==> src/rtl/gpio_pkg.sv <==
package gpio_pkg;

  localparam int REG_W      = 32;
  localparam int WORD_BYTES = REG_W / 8;

  typedef enum logic [2:0] {
    FEAT_LEVEL = 3'd0,
    FEAT_DIR   = 3'd1,
    FEAT_SET   = 3'd2,
    FEAT_CLR   = 3'd3,
    FEAT_RISE  = 3'd4,
    FEAT_FALL  = 3'd5,
    FEAT_STAT  = 3'd6,
    FEAT_FUNC  = 3'd7
  } gpio_feat_e;

  // Word index (address / 4) of a feature group word
  function automatic int reg_word(input int feat, input int word, input int nw);
    return feat * nw + word;
  endfunction

endpackage

==> src/rtl/gpio_sync.sv <==
module gpio_sync #(
  parameter int NPINS  = 64,
  parameter int STAGES = 2
) (
  input  logic             clk,
  input  logic             rst_n,
  input  logic [NPINS-1:0] pin_in,
  output logic [NPINS-1:0] level,
  output logic [NPINS-1:0] rise_evt,
  output logic [NPINS-1:0] fall_evt
);

  logic [STAGES-1:0][NPINS-1:0] stage_q;
  logic [NPINS-1:0]             prev_q;

  generate
    if (STAGES == 1) begin : g_one
      always_ff @(posedge clk or negedge rst_n) begin
        if (!rst_n) stage_q <= '0;
        else        stage_q[0] <= pin_in;
      end
    end else begin : g_many
      always_ff @(posedge clk or negedge rst_n) begin
        if (!rst_n) stage_q <= '0;
        else        stage_q <= {stage_q[STAGES-2:0], pin_in};
      end
    end
  endgenerate

  always_ff @(posedge clk or negedge rst_n) begin
    if (!rst_n) prev_q <= '0;
    else        prev_q <= stage_q[STAGES-1];
  end

  assign level    = stage_q[STAGES-1];
  assign rise_evt =  level & ~prev_q;
  assign fall_evt = ~level &  prev_q;

endmodule

==> src/rtl/gpio_edge_status.sv <==
module gpio_edge_status #(
  parameter int NPINS = 64
) (
  input  logic             clk,
  input  logic             rst_n,
  input  logic [NPINS-1:0] rise_evt,
  input  logic [NPINS-1:0] fall_evt,
  input  logic [NPINS-1:0] rise_en,
  input  logic [NPINS-1:0] fall_en,
  input  logic [NPINS-1:0] clr_mask,
  output logic [NPINS-1:0] status,
  output logic             irq
);

  logic [NPINS-1:0] evt;
  logic [NPINS-1:0] status_q;

  assign evt = (rise_evt & rise_en) | (fall_evt & fall_en);

  // A fresh edge overrides a simultaneous clear of the same bit
  always_ff @(posedge clk or negedge rst_n) begin
    if (!rst_n) status_q <= '0;
    else        status_q <= (status_q & ~clr_mask) | evt;
  end

  assign status = status_q;
  assign irq    = |status_q;

  AST_EDGE_LATCHED: assert property (@(posedge clk) disable iff (!rst_n)
    (|evt) |=> ((status_q & $past(evt)) == $past(evt)));
  AST_STICKY_HOLD: assert property (@(posedge clk) disable iff (!rst_n)
    (!(|clr_mask) && !(|evt)) |=> $stable(status_q));
  AST_CLR_EFFECT: assert property (@(posedge clk) disable iff (!rst_n)
    (|clr_mask) |=> ((status_q & $past(clr_mask & ~evt)) == '0));
  AST_IRQ_CAUSE: assert property (@(posedge clk) disable iff (!rst_n)
    $rose(irq) |-> $past(|evt));

endmodule

==> src/rtl/gpio_regfile.sv <==
module gpio_regfile
  import gpio_pkg::*;
#(
  parameter int NPINS  = 64,
  parameter int NW     = NPINS / 32,
  parameter int ADDR_W = $clog2(9 * NW * 4)
) (
  input  logic               clk,
  input  logic               rst_n,
  input  logic               bus_en,
  input  logic               bus_we,
  input  logic [ADDR_W-1:0]  bus_addr,
  input  logic [REG_W-1:0]   bus_wdata,
  output logic [REG_W-1:0]   bus_rdata,
  output logic               bus_rvalid,
  input  logic [NPINS-1:0]   level,
  input  logic [NPINS-1:0]   status,
  output logic [NPINS-1:0]   dir,
  output logic [NPINS-1:0]   out_val,
  output logic [NPINS-1:0]   rise_en,
  output logic [NPINS-1:0]   fall_en,
  output logic [2*NPINS-1:0] func,
  output logic [NPINS-1:0]   stat_clr
);

  localparam int FNW = 2 * NW;

  logic [31:0]        widx;
  logic               wr, rd;
  logic [NPINS-1:0]   dir_m, rise_m, fall_m, set_m, clr_m;
  logic [2*NPINS-1:0] func_m;
  logic [NPINS-1:0]   dir_q, out_q, rise_q, fall_q;
  logic [2*NPINS-1:0] func_q;
  logic [REG_W-1:0]   rd_word, rdata_q;
  logic               rvalid_q;

  assign widx = 32'(bus_addr[ADDR_W-1:2]);
  assign wr   = bus_en &  bus_we;
  assign rd   = bus_en & ~bus_we;

  always_comb begin
    dir_m   = '0;
    rise_m  = '0;
    fall_m  = '0;
    set_m   = '0;
    clr_m   = '0;
    func_m  = '0;
    rd_word = '0;
    for (int w = 0; w < NW; w++) begin
      if (widx == 32'(reg_word(int'(FEAT_LEVEL), w, NW))) rd_word = level[w*REG_W +: REG_W];
      if (widx == 32'(reg_word(int'(FEAT_DIR), w, NW))) begin
        rd_word = dir_q[w*REG_W +: REG_W];
        if (wr) dir_m[w*REG_W +: REG_W] = '1;
      end
      if (widx == 32'(reg_word(int'(FEAT_SET), w, NW)) && wr)
        set_m[w*REG_W +: REG_W] = bus_wdata;
      if (widx == 32'(reg_word(int'(FEAT_CLR), w, NW)) && wr)
        clr_m[w*REG_W +: REG_W] = bus_wdata;
      if (widx == 32'(reg_word(int'(FEAT_RISE), w, NW))) begin
        rd_word = rise_q[w*REG_W +: REG_W];
        if (wr) rise_m[w*REG_W +: REG_W] = '1;
      end
      if (widx == 32'(reg_word(int'(FEAT_FALL), w, NW))) begin
        rd_word = fall_q[w*REG_W +: REG_W];
        if (wr) fall_m[w*REG_W +: REG_W] = '1;
      end
      if (widx == 32'(reg_word(int'(FEAT_STAT), w, NW))) rd_word = status[w*REG_W +: REG_W];
    end
    for (int j = 0; j < FNW; j++) begin
      if (widx == 32'(reg_word(int'(FEAT_FUNC), j, NW))) begin
        rd_word = func_q[j*REG_W +: REG_W];
        if (wr) func_m[j*REG_W +: REG_W] = '1;
      end
    end
  end

  // Status clear mask: write data on the addressed status word only
  always_comb begin
    stat_clr = '0;
    for (int w = 0; w < NW; w++)
      if (wr && widx == 32'(reg_word(int'(FEAT_STAT), w, NW)))
        stat_clr[w*REG_W +: REG_W] = bus_wdata;
  end

  always_ff @(posedge clk or negedge rst_n) begin
    if (!rst_n) begin
      dir_q  <= '0;
      out_q  <= '0;
      rise_q <= '0;
      fall_q <= '0;
      func_q <= '0;
    end else begin
      dir_q  <= (dir_q  & ~dir_m)  | ({NW{bus_wdata}}  & dir_m);
      rise_q <= (rise_q & ~rise_m) | ({NW{bus_wdata}}  & rise_m);
      fall_q <= (fall_q & ~fall_m) | ({NW{bus_wdata}}  & fall_m);
      func_q <= (func_q & ~func_m) | ({FNW{bus_wdata}} & func_m);
      out_q  <= (out_q | set_m) & ~clr_m;
    end
  end

  always_ff @(posedge clk or negedge rst_n) begin
    if (!rst_n) begin
      rdata_q  <= '0;
      rvalid_q <= 1'b0;
    end else begin
      rvalid_q <= rd;
      if (rd) rdata_q <= rd_word;
    end
  end

  assign bus_rdata  = rdata_q;
  assign bus_rvalid = rvalid_q;
  assign dir        = dir_q;
  assign out_val    = out_q;
  assign rise_en    = rise_q;
  assign fall_en    = fall_q;
  assign func       = func_q;

  AST_SET_HIGH: assert property (@(posedge clk) disable iff (!rst_n)
    (|set_m) |=> ((out_q & $past(set_m)) == $past(set_m)));
  AST_CLR_LOW: assert property (@(posedge clk) disable iff (!rst_n)
    (|clr_m) |=> ((out_q & $past(clr_m)) == '0));
  AST_OUT_QUIET: assert property (@(posedge clk) disable iff (!rst_n)
    (!(|set_m) && !(|clr_m)) |=> $stable(out_q));

endmodule

==> src/rtl/gpio_ctrl.sv <==
module gpio_ctrl
  import gpio_pkg::*;
#(
  parameter int NPINS  = 64,
  parameter int NW     = NPINS / 32,
  parameter int ADDR_W = $clog2(9 * NW * 4)
) (
  input  logic               clk,
  input  logic               rst_n,
  input  logic               bus_en,
  input  logic               bus_we,
  input  logic [ADDR_W-1:0]  bus_addr,
  input  logic [31:0]        bus_wdata,
  output logic [31:0]        bus_rdata,
  output logic               bus_rvalid,
  input  logic [NPINS-1:0]   pin_in,
  output logic [NPINS-1:0]   pin_oe,
  output logic [NPINS-1:0]   pin_out,
  output logic [2*NPINS-1:0] pin_func,
  output logic               irq
);

  logic [NPINS-1:0] level, rise_evt, fall_evt;
  logic [NPINS-1:0] rise_en, fall_en, stat_clr, status;

  gpio_sync #(.NPINS(NPINS), .STAGES(2)) u_sync (
    .clk      (clk),
    .rst_n    (rst_n),
    .pin_in   (pin_in),
    .level    (level),
    .rise_evt (rise_evt),
    .fall_evt (fall_evt)
  );

  gpio_regfile #(.NPINS(NPINS), .NW(NW), .ADDR_W(ADDR_W)) u_regs (
    .clk        (clk),
    .rst_n      (rst_n),
    .bus_en     (bus_en),
    .bus_we     (bus_we),
    .bus_addr   (bus_addr),
    .bus_wdata  (bus_wdata),
    .bus_rdata  (bus_rdata),
    .bus_rvalid (bus_rvalid),
    .level      (level),
    .status     (status),
    .dir        (pin_oe),
    .out_val    (pin_out),
    .rise_en    (rise_en),
    .fall_en    (fall_en),
    .func       (pin_func),
    .stat_clr   (stat_clr)
  );

  gpio_edge_status #(.NPINS(NPINS)) u_stat (
    .clk      (clk),
    .rst_n    (rst_n),
    .rise_evt (rise_evt),
    .fall_evt (fall_evt),
    .rise_en  (rise_en),
    .fall_en  (fall_en),
    .clr_mask (stat_clr),
    .status   (status),
    .irq      (irq)
  );

  AST_READ_RETURNS: assert property (@(posedge clk) disable iff (!rst_n)
    (bus_en && !bus_we) |=> bus_rvalid);
  AST_WRITE_SILENT: assert property (@(posedge clk) disable iff (!rst_n)
    (!(bus_en && !bus_we)) |=> !bus_rvalid);
  AST_OE_ONLY_BY_WRITE: assert property (@(posedge clk) disable iff (!rst_n)
    !(bus_en && bus_we) |=> $stable(pin_oe));

endmodule

==> config.mk <==
export PLATFORM = sky130hd
export DESIGN_NAME = gpio_ctrl
export DESIGN_NICKNAME = d
export VERILOG_FILES = /design/src/rtl/gpio_pkg.sv /design/src/rtl/gpio_sync.sv /design/src/rtl/gpio_edge_status.sv /design/src/rtl/gpio_regfile.sv /design/src/rtl/gpio_ctrl.sv
export SDC_FILE = /design/constraint.sdc
export NUM_CORES = 1
export LEC_CHECK = 0
export ABC_CLOCK_PERIOD_IN_PS = 1400
export BUFFER_PORTS_ARGS = -buffer_cell sky130_fd_sc_hd__buf_2
export CORE_UTILIZATION = 52
export DETAILED_ROUTE_END_ITERATION = 8
export GPL_TIMING_DRIVEN = 0
export PLACE_DENSITY = 0.76
export SYNTH_ARGS = -nofsm -noshare
export SYNTH_HDL_FRONTEND = slang
export SYNTH_SLANG_ARGS = --single-unit
==> constraint.sdc <==
create_clock -name clk -period 1.4 [get_ports clk]
set_input_delay 0.07 -clock clk [delete_from_list [all_inputs] [get_ports clk]]
set_output_delay 0.07 -clock clk [all_outputs]
set_load 0.03 [all_outputs]
==> run summary <==
The tools report the fraction of the yosys area taken by sequential cells as 0.5903. TritonCTS built the clock tree. The die outline area came out at 0.05581 mm2. For this run, the top clock speed supported by timing is 388.8 MHz. The routed layout has 26570 vias. The final-report hold violation count is 398. The logs give 0.01528 ns for the final clock skew and 0.6994 for the share of the core filled with cells in the final layout. Summed over all failing endpoints, the final setup total negative slack is -2.257 ns.

The number of max-slew violations in the final report came out at 0. Ranked by total cell area, the synthesized netlist is headed by sky130_fd_sc_hd__dfrtp_1 (59%), sky130_fd_sc_hd__mux2_2 (8.7%), sky130_fd_sc_hd__a21oi_1 (4.2%), sky130_fd_sc_hd__o21ai_0 (3.4%), sky130_fd_sc_hd__nand2_1 (2.8%). The clock period minus worst slack was 2.572 ns; the final critical-path share of the clock period was 1.837.

Synthesis inferred 673 register bits. Setup repair after global routing could not meet its margin everywhere. In the synthesized netlist the dominant register cell turns out to be sky130_fd_sc_hd__dfrtp_1. For the initial antenna violation count, the log shows 6. In the routed layout, each cell is associated on average with a via count of 6.832.

The clock root buffer is sky130_fd_sc_hd__clkbuf_16. After filler insertion, the fill cell instance count of the layout stands at 3809. The biggest area contributor in the post-synthesis netlist is sky130_fd_sc_hd__dfrtp_1.

The final reports fail on negative hold slack, negative setup slack. In the routed design, unresolved DRC markers number 0. The tools report the count of standard-cell rows as 85. Smallest setup slack after layout: -1.172 ns.

The die height was 236.2 um. For the worst setup path, the data required time is 1.33 ns. Post-synthesis area per instance: 11.50 um2. The actual transition at the worst max-transition pin was 0.9463 ns; the global route total overflow was 0. The run finished, with violations left. Final weighted congestion of routability-driven global placement: 1.061. For the total nets after synthesis, the log shows 2587. The area growth from synthesis to layout is 32.44%.

The logs give -0.6161 ns for the worst hold-check slack and 2.50 ns for the arrival time reported for the critical path endpoint. The number of nets at the end of the flow was 3242. The startpoint of the worst-slack reg-to-reg timing path is u_stat.status[14]. Counting distinct cell types in the post-synthesis netlist gives 83.

The worst voltage drop across the vdd grid was 1.382 mV; the total global routing track utilization was 0.5022. The total area inside the core boundary comes to 0.05403 mm2. In this run, CTS created clock tree buffers numbering 71. Yosys mapped a number of flops with a built-in enable equal to 0. Including well taps, the total number of placed cells is 3575. The total power density per cell area works out to 1413 mW/mm2. During synthesis, Yosys emitted a total of 0 warnings. For the TritonCTS sink count, the log shows 673.

The total leakage power was 17.26 nW. The tools report the sort of element at the end of the critical path as a primary output. The routed wirelength normalized by instance count works out to 36.19 um. Synthesis handed over a netlist of 2480 instances.

Hold repair after CTS inserted 96 buffers. Area share of the leading cell type in the synthesized netlist: 0.5903. The start point of the critical path was u_stat.status[33].

Setup violations remaining at the end of the flow were counted as 29. The initial core utilization is 0.5281, and the total of buffers placed on input and output ports is 392. The placed instances occupy a cell area of 0.03227 mm2.

The post-synthesis async set-or-reset flop share was 1.000; the largest fanout on the critical path was 3. The via count of the first global-routing pass is 26480, and the worst slew margin relative to its limit is 0.3691. After the first detailed-routing iteration, the DRC count stood at 3744. The post-detailed-placement half-perimeter wirelength came out at 94750 um. Category of the critical setup timing path: flip-flop to primary output.

The routed design has 140700 um of wire. The first global-routing pass estimated 195200 um of wire. Count of placed standard cells in the final layout, fillers left out: 3889.

397 I/O pins were placed. The later pin in the worst-skew pair is clocked with a latency of 0.64 ns. Max-cap violations in this run came to 0. In this run the number of H-tree levels came out at 3. Measured along the x axis, the die boundary spans 236.2 um. The kind of launch point of the worst setup path is a flip-flop. Number of nets with antenna violations after routing: 0. After synthesis the cells add up to 0.02853 mm2. Worst hold path class: primary input to asynchronous set/reset pin.

The first TritonRoute pass finished after 8 iterations. The run gives 0.03779 mm2 as the post-layout instance area. The largest net degree at the start of global routing was 112; the clock transition time at the flip-flop clock pins of the worst setup and hold paths was 0.06 ns. The maximum clock insertion buffer count was 3. The ratio of cells with drive above 1 in the final layout came out at 0.3722.
## critical path: stages (launching register included)
cell	delay (ns)
sky130_fd_sc_hd__dfrtp_1	0.48
sky130_fd_sc_hd__nor4_4	0.41
sky130_fd_sc_hd__nand4_1	0.21
sky130_fd_sc_hd__or4_4	0.60
sky130_fd_sc_hd__buf_6	0.17
## report_power, final
part	switching [W]	internal (W)
clock	0.00829	0.0117
sequential	0.00247	0.0216
combinational	0.00604	0.00331
## logic make-up (layout without fill, tap and decap cells)
logic type / count (synthesis) / in the layout / synth area share
AO/OA/AOI/OAI: 742 / 742 / 0.1635
buffers and inverters: 234 / 943 / 0.03855
flip-flops: 673 / 673 / 0.5903
multiplexers: 247 / 247 / 0.09718
other: 0 / 4 / 0
AND/OR/NAND/NOR: 584 / 584 / 0.1105
## cell usage in the layout (no fill, tap or decap), drive strengths merged, types with 18 or more instances in the layout
cell,instances
a211oi,31
a21oi,241
a221o,25
a22oi,27
buf,591
clkbuf,181
dfrtp,673
dlygate4sd3,96
inv,49
mux2,240
nand2,218
nand3,67
nand3b,97
nor2,68
nor3,28
nor4,18
o211ai,34
o21ai,194
o221ai,20
o22ai,24
o31ai,43
## routing by layer
layer  track usage  part of all wire
met2        0.7208              0.42
met5      0.006926           0.00067
met1        0.6298              0.36
met3        0.1895              0.14
met4        0.3420             0.082
## worst paths after layout
kind / slack (ns) / endpoint / cells after the start
setup / recovery: -1.17 / irq / 4
hold / removal: -0.62 / u_sync.prev_q[62] / 1
setup reg to reg: -0.15 / u_regs.bus_rdata[14] / 4
hold reg to reg: 0.35 / u_sync.level[23] / 0
max in group asynchronous: 0.36 / asynchronous set/reset pin / 4
min in group clk: 0.07 / u_sync.stage_q[40] / 2
## Yosys cell counts, types with 13 or more instances
master,n
sky130_fd_sc_hd__nand2_1,215
sky130_fd_sc_hd__nor3_1,26
sky130_fd_sc_hd__o211ai_1,34
sky130_fd_sc_hd__nor2b_1,15
sky130_fd_sc_hd__nand3_1,67
sky130_fd_sc_hd__mux2_1,19
sky130_fd_sc_hd__o221ai_1,20
sky130_fd_sc_hd__a21oi_1,241
sky130_fd_sc_hd__buf_2,83
sky130_fd_sc_hd__o31ai_1,43
sky130_fd_sc_hd__a221o_1,25
sky130_fd_sc_hd__a22oi_1,27
sky130_fd_sc_hd__o21ai_0,194
sky130_fd_sc_hd__dfrtp_1,673
sky130_fd_sc_hd__o22ai_1,24
sky130_fd_sc_hd__a21o_1,15
sky130_fd_sc_hd__mux2_2,221
sky130_fd_sc_hd__buf_4,15
sky130_fd_sc_hd__a211oi_1,30
sky130_fd_sc_hd__a21boi_0,13
sky130_fd_sc_hd__inv_1,43
sky130_fd_sc_hd__nor4_1,18
sky130_fd_sc_hd__nand3b_1,97
sky130_fd_sc_hd__nor2_1,59
sky130_fd_sc_hd__clkbuf_1,78
## through the flow
stage               setup slack [ns]  power (W)
finish                        -1.172    0.05339
global route                  -1.136    0.05449
CTS                           -1.114    0.05267
detailed placement            -1.737    0.03237
global placement              -14.16    0.03204
floorplan                    -0.2087    0.02828
## repair_timing
action                     CTS  global route
setup endpoints to repair  433           392
buffers inserted            66            22
cloned                       1             1
hold endpoints to repair   665           152
gates resized for setup    234           141
pin swaps                   43            23
## final cells by class
type                    count  area, um2  share of cell area
multi-input cells        1573      11690              0.3094
flip-flops and latches    673      16870              0.4466
clock inverters            31      417.9             0.01106
clock buffers              96       2022             0.05351
repair buffers            585       4068              0.1077
diodes                      4      10.01           0.0002649
plain buffers             187       1654             0.04378
inverters                  44      176.4            0.004669
well taps                 696      870.8             0.02305
Power figures use the tool's default switching activity.
